--- src/rtl/pcseq_pkg.sv ---
package pcseq_pkg;
  localparam int PC_W   = 11;
  localparam int DATA_W = 8;
  localparam int OFS_W  = 9;

  typedef enum logic [3:0] {
    OP_SEQ    = 4'd0,
    OP_JMP    = 4'd1,
    OP_BREL   = 4'd2,
    OP_BW     = 4'd3,
    OP_CALL   = 4'd4,
    OP_CALLW  = 4'd5,
    OP_RET    = 4'd6,
    OP_RETLIT = 4'd7,
    OP_RETINT = 4'd8,
    OP_SKCLR  = 4'd9,
    OP_SKSET  = 4'd10,
    OP_DECSZ  = 4'd11,
    OP_INCSZ  = 4'd12
  } ctl_op_e;
endpackage

--- src/rtl/pcseq_retstack.sv ---
module pcseq_retstack #(
  parameter int DEPTH = 8,
  parameter int DW    = 11
) (
  input  logic          clk,
  input  logic          rst_n,
  input  logic          push,
  input  logic          pop,
  input  logic [DW-1:0] wr_data,
  output logic [DW-1:0] rd_data,
  output logic          ovf,
  output logic          unf
);
  localparam int SP_W = $clog2(DEPTH);
  localparam int CW   = SP_W + 1;
  localparam logic [CW-1:0] FULL = CW'(DEPTH);

  logic [DW-1:0] mem [DEPTH];
  logic [SP_W-1:0] sp;
  logic [CW-1:0] cnt;

  assign rd_data = mem[sp - 1'b1];

  always_ff @(posedge clk) begin
    if (!rst_n) begin
      for (int i = 0; i < DEPTH; i++) mem[i] <= '0;
      sp  <= '0;
      cnt <= '0;
      ovf <= 1'b0;
      unf <= 1'b0;
    end else begin
      ovf <= 1'b0;
      unf <= 1'b0;
      if (push) begin
        mem[sp] <= wr_data;
        sp      <= sp + 1'b1;
        if (cnt == FULL) ovf <= 1'b1;
        else             cnt <= cnt + 1'b1;
      end else if (pop) begin
        sp <= sp - 1'b1;
        if (cnt == '0) unf <= 1'b1;
        else           cnt <= cnt - 1'b1;
      end
    end
  end

  // the value just pushed is what a pop would return next
  p_lifo_top_r6: assert property (@(posedge clk) disable iff (!rst_n)
    push |=> rd_data == $past(wr_data));
  // occupancy never exceeds the depth
  p_no_overflow_r12: assert property (@(posedge clk) disable iff (!rst_n)
    cnt <= FULL);
  // an overflow pulse follows only a push
  p_ovf_cause_r12: assert property (@(posedge clk) disable iff (!rst_n)
    ovf |-> $past(push) && cnt == FULL);
  // an underflow pulse follows only a pop of an empty stack
  p_unf_cause_r13: assert property (@(posedge clk) disable iff (!rst_n)
    unf |-> $past(pop) && cnt == '0);
endmodule

--- src/rtl/pcseq_skip.sv ---
module pcseq_skip
  import pcseq_pkg::*;
#(
  parameter int DW = 8
) (
  input  logic                    clk,
  input  logic                    rst_n,
  input  logic                    instr_valid,
  input  ctl_op_e                 op,
  input  logic [DW-1:0]           test_byte,
  input  logic [$clog2(DW)-1:0]   bit_pos,
  input  logic                    zero_res,
  output logic                    skip_q
);
  logic sel_bit;
  logic cond;

  assign sel_bit = test_byte[bit_pos];

  always_comb begin
    case (op)
      OP_SKCLR:         cond = ~sel_bit;
      OP_SKSET:         cond = sel_bit;
      OP_DECSZ,
      OP_INCSZ:         cond = zero_res;
      default:          cond = 1'b0;
    endcase
  end

  always_ff @(posedge clk) begin
    if (!rst_n)           skip_q <= 1'b0;
    else if (instr_valid) skip_q <= ~skip_q & cond;
  end

  // a flushed operation never arms another skip
  p_single_skip_r11: assert property (@(posedge clk) disable iff (!rst_n)
    skip_q && instr_valid |=> !skip_q);
  // the skip mark survives idle cycles
  p_skip_held_r11: assert property (@(posedge clk) disable iff (!rst_n)
    !instr_valid |=> $stable(skip_q));
endmodule

--- src/rtl/pcseq_flow.sv ---
module pcseq_flow
  import pcseq_pkg::*;
#(
  parameter int PW = 11,
  parameter int DW = 8,
  parameter int OW = 9
) (
  input  ctl_op_e        op,
  input  logic [PW-1:0]  pc,
  input  logic [PW-1:0]  lit,
  input  logic [DW-1:0]  wreg,
  input  logic [PW-1:0]  ret_addr,
  output logic [PW-1:0]  seq_pc,
  output logic [PW-1:0]  next_pc,
  output logic           push,
  output logic           pop,
  output logic           ld_w,
  output logic           set_gie
);
  logic [PW-1:0] rel_ofs;
  logic [PW-1:0] w_ext;

  generate
    if (PW > OW) begin : g_sext
      assign rel_ofs = {{(PW-OW){lit[OW-1]}}, lit[OW-1:0]};
    end else begin : g_trunc
      assign rel_ofs = lit;
    end
    if (PW > DW) begin : g_zext
      assign w_ext = {{(PW-DW){1'b0}}, wreg};
    end else begin : g_wtrunc
      assign w_ext = wreg[PW-1:0];
    end
  endgenerate

  assign seq_pc = pc + 1'b1;

  always_comb begin
    next_pc = seq_pc;
    push    = 1'b0;
    pop     = 1'b0;
    ld_w    = 1'b0;
    set_gie = 1'b0;
    case (op)
      OP_JMP:    next_pc = lit;
      OP_BREL:   next_pc = seq_pc + rel_ofs;
      OP_BW:     next_pc = seq_pc + w_ext;
      OP_CALL:   begin next_pc = lit;   push = 1'b1; end
      OP_CALLW:  begin next_pc = w_ext; push = 1'b1; end
      OP_RET:    begin next_pc = ret_addr; pop = 1'b1; end
      OP_RETLIT: begin next_pc = ret_addr; pop = 1'b1; ld_w = 1'b1; end
      OP_RETINT: begin next_pc = ret_addr; pop = 1'b1; set_gie = 1'b1; end
      default:   next_pc = seq_pc;
    endcase
  end

  // push and pop are never requested together
  always_comb begin
    a_push_pop_excl_r6: assert (!(push && pop));
  end
endmodule

--- src/rtl/pc_sequencer.sv ---
module pc_sequencer
  import pcseq_pkg::*;
#(
  parameter int PCW       = PC_W,
  parameter int WW        = DATA_W,
  parameter int BOFS_W    = OFS_W,
  parameter int STK_DEPTH = 8,
  parameter logic [PCW-1:0] RESET_PC = '0
) (
  input  logic                   clk,
  input  logic                   rst_n,
  input  logic                   instr_valid,
  input  logic [3:0]             op,
  input  logic [PCW-1:0]         lit,
  input  logic [WW-1:0]          wreg,
  input  logic [WW-1:0]          test_byte,
  input  logic [$clog2(WW)-1:0]  bit_pos,
  input  logic                   zero_res,
  output logic [PCW-1:0]         pc,
  output logic                   w_ld_valid,
  output logic [WW-1:0]          w_ld_data,
  output logic                   gie,
  output logic                   stk_ovf,
  output logic                   stk_unf
);
  ctl_op_e op_e;
  logic skip_q, issue;
  logic [PCW-1:0] seq_pc, next_pc, ret_addr;
  logic push_r, pop_r, ld_w, set_gie;

  assign op_e  = ctl_op_e'(op);
  assign issue = instr_valid & ~skip_q;

  pcseq_skip #(.DW(WW)) u_skip (
    .clk(clk), .rst_n(rst_n), .instr_valid(instr_valid), .op(op_e),
    .test_byte(test_byte), .bit_pos(bit_pos), .zero_res(zero_res),
    .skip_q(skip_q));

  pcseq_flow #(.PW(PCW), .DW(WW), .OW(BOFS_W)) u_flow (
    .op(op_e), .pc(pc), .lit(lit), .wreg(wreg), .ret_addr(ret_addr),
    .seq_pc(seq_pc), .next_pc(next_pc), .push(push_r), .pop(pop_r),
    .ld_w(ld_w), .set_gie(set_gie));

  pcseq_retstack #(.DEPTH(STK_DEPTH), .DW(PCW)) u_stk (
    .clk(clk), .rst_n(rst_n), .push(issue & push_r), .pop(issue & pop_r),
    .wr_data(seq_pc), .rd_data(ret_addr), .ovf(stk_ovf), .unf(stk_unf));

  always_ff @(posedge clk) begin
    if (!rst_n) begin
      pc         <= RESET_PC;
      w_ld_valid <= 1'b0;
      w_ld_data  <= '0;
      gie        <= 1'b0;
    end else begin
      w_ld_valid <= issue & ld_w;
      if (issue & ld_w)    w_ld_data <= lit[WW-1:0];
      if (issue & set_gie) gie       <= 1'b1;
      if (instr_valid)     pc        <= skip_q ? seq_pc : next_pc;
    end
  end

  // idle cycles leave the PC alone
  p_idle_hold_r2: assert property (@(posedge clk) disable iff (!rst_n)
    !instr_valid |=> $stable(pc));
  // a flushed operation just steps the PC
  p_flush_step_r11: assert property (@(posedge clk) disable iff (!rst_n)
    skip_q && instr_valid |=> pc == $past(pc) + PCW'(1));
  // an unskipped jump lands on its literal
  p_jump_target_r3: assert property (@(posedge clk) disable iff (!rst_n)
    issue && op_e == OP_JMP |=> pc == $past(lit));
  // a W load only follows an executed literal return
  p_wload_src_r7: assert property (@(posedge clk) disable iff (!rst_n)
    w_ld_valid |-> $past(instr_valid && !skip_q && op == 4'd7));
  // interrupt enable rises only on an executed interrupt return
  p_gie_src_r8: assert property (@(posedge clk) disable iff (!rst_n)
    $rose(gie) |-> $past(instr_valid && !skip_q && op == 4'd8));
  // once set, interrupt enable stays set
  p_gie_sticky_r8: assert property (@(posedge clk) disable iff (!rst_n)
    $fell(gie) |-> 1'b0);
endmodule

--- config.mk ---
export PLATFORM = sky130hd
export DESIGN_NAME = pc_sequencer
export DESIGN_NICKNAME = d
export VERILOG_FILES = /design/src/rtl/pcseq_pkg.sv /design/src/rtl/pcseq_retstack.sv /design/src/rtl/pcseq_skip.sv /design/src/rtl/pcseq_flow.sv /design/src/rtl/pc_sequencer.sv
export SDC_FILE = /design/constraint.sdc
export NUM_CORES = 1
export LEC_CHECK = 0
export BUFFER_PORTS_ARGS = -buffer_cell sky130_fd_sc_hd__buf_2
export CORE_ASPECT_RATIO = 1.1
export CORE_MARGIN = 1.5
export CORE_UTILIZATION = 40
export DETAILED_ROUTE_END_ITERATION = 10
export PLACE_DENSITY_LB_ADDON = 0.25
export RECOVER_POWER = 100
export REMOVE_ABC_BUFFERS = 1
export SYNTH_ARGS = -nofsm -noshare
export SYNTH_HDL_FRONTEND = slang
export SYNTH_HIERARCHICAL = 1
export SYNTH_SLANG_ARGS = --single-unit
--- constraint.sdc ---
create_clock -name clk -period 3.73 [get_ports clk]
set_clock_uncertainty 0.05 [all_clocks]
set_input_delay 0.746 -clock clk [delete_from_list [all_inputs] [get_ports clk]]
set_output_delay 0.746 -clock clk [all_outputs]
set_load 0.01 [all_outputs]
======== After elaboration in Yosys (flattened, before gate mapping) ========
Memories as Yosys holds them, arrays and structs flattened.
Index checks and enable logic that the tools add are counted.
W data, S select, Z words.
cells by class
  add/subtract/negate cells ............... 7
  $lt $le $gt $ge ......................... 1
  eq/ne operators ......................... 15
  muxes and demuxes ....................... 24
  bitwise gates (word level) .............. 10
  reductions and logical operators ........ 10
operators by type and width
  kind                     count
  $pmux W11 S5             1
  $eq A4 B4 Y1 const B     6
  $mux W11                 2
  $eq A4 B3 Y1 const B     4
  $mux W4                  4
  $mux W1                  12
  $add A11 B1 Y11 const B  1
  $add A11 B11 Y11         1
  $add A11 B8 Y11          1
  $reduce_or A11 Y1        1
  $mux W3                  3
  $eq A4 B2 Y1 const B     2
  $and A1 B1 Y1            6
  $reduce_or A2 Y1         3
  $reduce_or A3 Y1         2
  $add A4 B1 Y4 const B    1
  $eq A4 B1 Y1 const B     1
  $logic_not A4 Y1         1
  $lt A3 B4 Y1 const B     1
  $not A1 Y1               4
  $sub A4 B1 Y4 const B    1
  $add A3 B1 Y3 const B    1
  $bmux W1 S3              1
  $pmux W1 S3              1
  other kinds (6)          6
word-level totals
  register bits after elaboration ......... 31
  bits in writable memories ............... 88
  input bits .............................. 38
  output and inout port bits .............. 23
  logic and storage cells ................. 77
  memories ................................ 1
memory list
  name       depth  width  read ports  clocked after memory_dff  wr ports  RTL line              text
  u_stk.mem  8      11     1           0                         8         pcseq_retstack.sv:18  logic [DW-1:0] mem [DEPTH];

======== Logic depth before layout (Yosys ltp) ========
  depth in word-level cells ............... 9
  depth in mapped cells ................... 16

======== Hierarchy ========
The synthesis kept the hierarchy.
by module, submodules not included
  module          instances  cells each  area each (um^2)  seq. area each (um^2)
  pcseq_retstack  1          300         4534.3            2822.7
  pcseq_flow      1          181         1243.7            0.0
  pc_sequencer    1          92          888.4             420.4
  pcseq_skip      1          20          182.7             20.0

======== Worst setup path after synthesis ========
No wires, ideal clock.
  kind .................................... in2reg
  from .................................... in op[1]
  to ...................................... reg pc[9]
  library setup time ...................... 132 ps
  arrival ................................. 3281 ps
  required time ........................... 3548 ps
  setup slack ............................. 267 ps
  stages .................................. 14
  buffers on the path ..................... 2
  cells stage by stage .................... buf_2 and4bb_1 buf_6 mux2_2 ha_1 a21o_1 a21oi_1 nor2b_1 a221o_1 a311oi_2 xor2_1 o21ai_1 mux2i_1 a21oi_1
on the way
  word-level cells in the longest chain between the ends .. 4
RTL lines
  element                                                         RTL line            text
  start, declared                                                 pc_sequencer.sv:13  input logic [3:0] op,
  $eq A4 B3 Y1 (tied with other cells)                            pcseq_flow.sv:44    case (op)
  $reduce_or A3 Y1 (no line) or $reduce_or A2 Y1 (tied branches)  n/a
  $pmux W11 S5 *                                                  pcseq_flow.sv:44
  net next_pc[9]                                                  pc_sequencer.sv:28  logic [PCW-1:0] seq_pc, next_pc, ret_addr;
  $mux W11 *                                                      pc_sequencer.sv:58  if (instr_valid) pc <= skip_q ? seq_pc : next_pc;
  end signal, assigned                                            pc_sequencer.sv:58
  end, declared                                                   pc_sequencer.sv:19  output logic [PCW-1:0] pc,
The timed path passes the listed nets; every way through them passes the cells marked *.
A chain may end at the register's enable or synchronous reset.

======== Worst setup path in the final report ========
  from .................................... reg u_stk.sp[1]
  to ...................................... reg pc[3]
on the way
  word-level cells in the longest chain between the ends .. 4
RTL lines
  element                 RTL line              text
  start, declared         pcseq_retstack.sv:19  logic [SP_W-1:0] sp;
  start signal, assigned  pcseq_retstack.sv:36  sp <= sp + 1'b1;
  start signal, assigned  pcseq_retstack.sv:40  sp <= sp - 1'b1;
  $sub A3 B1 Y3           pcseq_retstack.sv:22  assign rd_data = mem[sp - 1'b1];
  $mem_v2 Z8 W11          n/a
  net ret_addr[3]         pc_sequencer.sv:28
  $pmux W11 S5            pcseq_flow.sv:44
  net next_pc[3]          pc_sequencer.sv:28
  $mux W11                pc_sequencer.sv:58
The timed path passes the listed nets, and every way through them passes these cells.

==> impl_metrics.csv <==
group,metric,value,unit
floorplan,die_w,128,um
timing,min_period,3420,ps
detailed_routing,postRouteAntennaNets,0,
detailed_routing,vias_per_cell,5.55,
timing,rsz0062_at_grt,"no",
place,pre_cts_ws,105,ps
power,finalPower,3.61,mW
timing,hold_viol,0,
outcome,status,"complete, no violations",
synthesis,synth_compound_area_share,8.51,%
timing,final-max-slew-violation-count,0,
clock_tree,cts_tree,"done",
floorplan,io_pins,61,
finish,drive_gt1_share,18.0,%
synthesis,yosys-top-cells-area,"edfxtp_1, dfxtp_1, and2_1",
hold_path,holdCritPathClass,"register to register",
place,dp.cells,865,
synthesis,synth.top_cell.area_share,38.6,%
timing,finalSetupViolCount,0,
clock_tree,path_clk_slew,60,ps
floorplan,die_y,140,um
synthesis,synth_cells,593,
synthesis,synth_top_family_by_area,"simple AND/OR/NAND/NOR gates",
detailed_routing,dr.pass1.iters,5,
floorplan,core_area,16900,um^2
synthesis,yosys.area_share.simple,17.2,%
global_routing,grt_max_degree,44,
global_routing,grtUsageTotal,20.7,%
timing,fin_crit_sh,91.6,%
detailed_routing,wl_per_cell,19.8,um
worst_setup_path,end_kind,"register",
worst_setup_path,start_kind,"register",
timing,fmax,0.293,GHz
timing,slew_headroom,31.6,%
floorplan,row_count,50,
finish,antenna_cells,0,
clock_tree,numCtsBuffers,17,
worst_setup_path,path_class,"register to register",
synthesis,ys_top_cells_by_count,"and2_1, edfxtp_1, nand2_1",
synthesis,yosys_warnings,6,
clock_tree,post_cts_resized,0,
worst_setup_path,crit_start,"u_stk/sp[1]",
power,p_leak,2.99,nW
synthesis,synth.distinct_cells,57,
synthesis,ys_ff_latch,119,
synthesis,yosysMostFrequentCell,"and2_1",
floorplan,die_area,17900,um^2
synthesis,synth_top_cell_by_area,"edfxtp_1",
place,io_buffers,60,
place,gp_congestion,0.856,
worst_setup_path,crit-reg2reg-launch,"u_stk/sp[1]",
synthesis,avgSynthCellArea,11.5,um^2
clock_tree,clock_latency,420,ps
finish,final_util,46.9,%
power,power_density,456,nW/um^2
global_routing,grt_pass1_vias,4823,
timing,setup_slack,313,ps
synthesis,synth-edff-count,88,
finish,nets,731,
synthesis,synth-adder-area-share,3.47,%
timing,worst_pin_slew,1020,ps
finish,area_growth,15.7,%
clock_tree,cts_setup_buffers,0,
clock_tree,clockBufferDepth,2,
hold_path,hp-start,"w_ld_data[5]",
clock_tree,htreeDepth,4,
worst_setup_path,crit_fanout,13,
timing,fin_hold_ws,408,ps
global_routing,grt_pass1_wl,27600,um
detailed_routing,num_vias,4977,
worst_setup_path,cp_data_required_time,3960,ps
clock_tree,cts_root_buffer,"clkbuf_16",
detailed_routing,route.detailed.drc,0,
global_routing,grt_overflow,0,
power,peakVddDrop,0.324,mV
floorplan,initial_core_util,40.5,%
synthesis,synth_xor_area_share,4.06,%
synthesis,syn-cell-area,6850,um^2
clock_tree,ctsHoldBuffers,0,
worst_setup_path,arrival,3650,ps
detailed_routing,wirelength,17800,um
detailed_routing,drt_iter0_markers,474,
synthesis,synth_flop_cell,"edfxtp_1",
synthesis,synth_seq_area_share,47.6,%
synthesis,synth-async-reset-ratio,0,%
synthesis,synth_mux_area_share,15.2,%
finish,stdcell_count,897,
global_routing,antenna_found_initial,0,
job,drv_cap,0,
place,dp_hpwl,12400,um
clock_tree,cts_sinks,119,
area by class of cell:
| cell class | instances | area, um^2 |
|---|---|---|
| inverters | 15 | 56.3 |
| clock inverters | 15 | 130 |
| repair buffers | 99 | 485 |
| fillers | 1565 | 8970 |
| well taps | 208 | 260 |
| flip-flops and latches | 119 | 3260 |
| multi-input cells | 424 | 3300 |
| clock buffers | 17 | 425 |
cells by family after synthesis:
group,Yosys count
flops,119
buf+inv,50
mux,68
compound gates,94
xor+xnor,30
fa+ha+maj,18
simple gates,214
cells in the final DEF, fill, tap and decap left out, types with 5 or more instances in the layout:
cell | netlist | routed
buf_2 | 6 | 37
nor2_1 | 30 | 30
clkbuf_16 | 0 | 17
nor3_1 | 6 | 6
edfxtp_1 | 88 | 88
dfxtp_1 | 31 | 31
xor2_1 | 11 | 11
inv_1 | 15 | 15
nand2_1 | 41 | 41
a21oi_1 | 22 | 22
and2_0 | 0 | 54
mux2i_1 | 27 | 27
inv_6 | 0 | 8
o21ai_0 | 34 | 34
mux2_2 | 10 | 10
clkbuf_1 | 18 | 44
xnor2_1 | 18 | 18
ha_1 | 15 | 15
a31oi_1 | 6 | 6
buf_4 | 2 | 18
and3_1 | 6 | 6
mux4_2 | 20 | 20
mux2_4 | 7 | 5
nand2b_1 | 6 | 6
nor2b_1 | 12 | 12
and2_1 | 90 | 36
nand3_1 | 7 | 8
per-stage QoR:
step           cell area, um^2  setup TNS [ps]
2_1_floorplan             6640           -5.86
3_3_place_gp              7490               0
3_5_place_dp              7490               0
4_1_cts                   8050               0
5_1_grt                   7920               0
6_report                  7920               0
state kept, by name (all words and copies together), names as in the netlist:
| signal | flops |
|---|---|
| u_stk/unf | 1 |
| u_skip/skip_q | 1 |
| pc | 11 |
| w_ld_valid | 1 |
| u_stk/mem | 88 |
| u_stk/sp | 3 |
| u_stk/ovf | 1 |
| gie | 1 |
| w_ld_data | 8 |
| u_stk/cnt | 4 |
per-layer routing:
metal	GRT usage (%)	vias up	wire [um]
met2	33.5	177	8610
li1	-	2335	-
met1	28.5	2453	8000
met4	5.91	0	150
met5	0	-	0
met3	3.97	12	1020
worst max-delay path: stages, from the launching register on:
cell	delay [ps]
dfxtp_1	390
inv_1	80
ha_1	710
clkbuf_1	430
mux4_2	390
mux2_1	360
a222oi_1	400
a31oi_1	180
mux2i_1	200
a21oi_1	90
power by group:
part           total [mW]  internal, mW  switching, mW
registers            1.50          1.47         0.0299
logic               0.577         0.242          0.334
clock network        1.54         0.874          0.665
total                3.61          2.58           1.03
worst paths after layout:
kind	slack, ps	depth (start not counted)	to
setup / recovery	310	9	pc[3]
hold reg to reg	410	2	w_ld_data[5]
hold / removal	410	2	w_ld_data[5]
setup reg to reg	310	9	pc[3]
(Power assumes the default switching activity.)
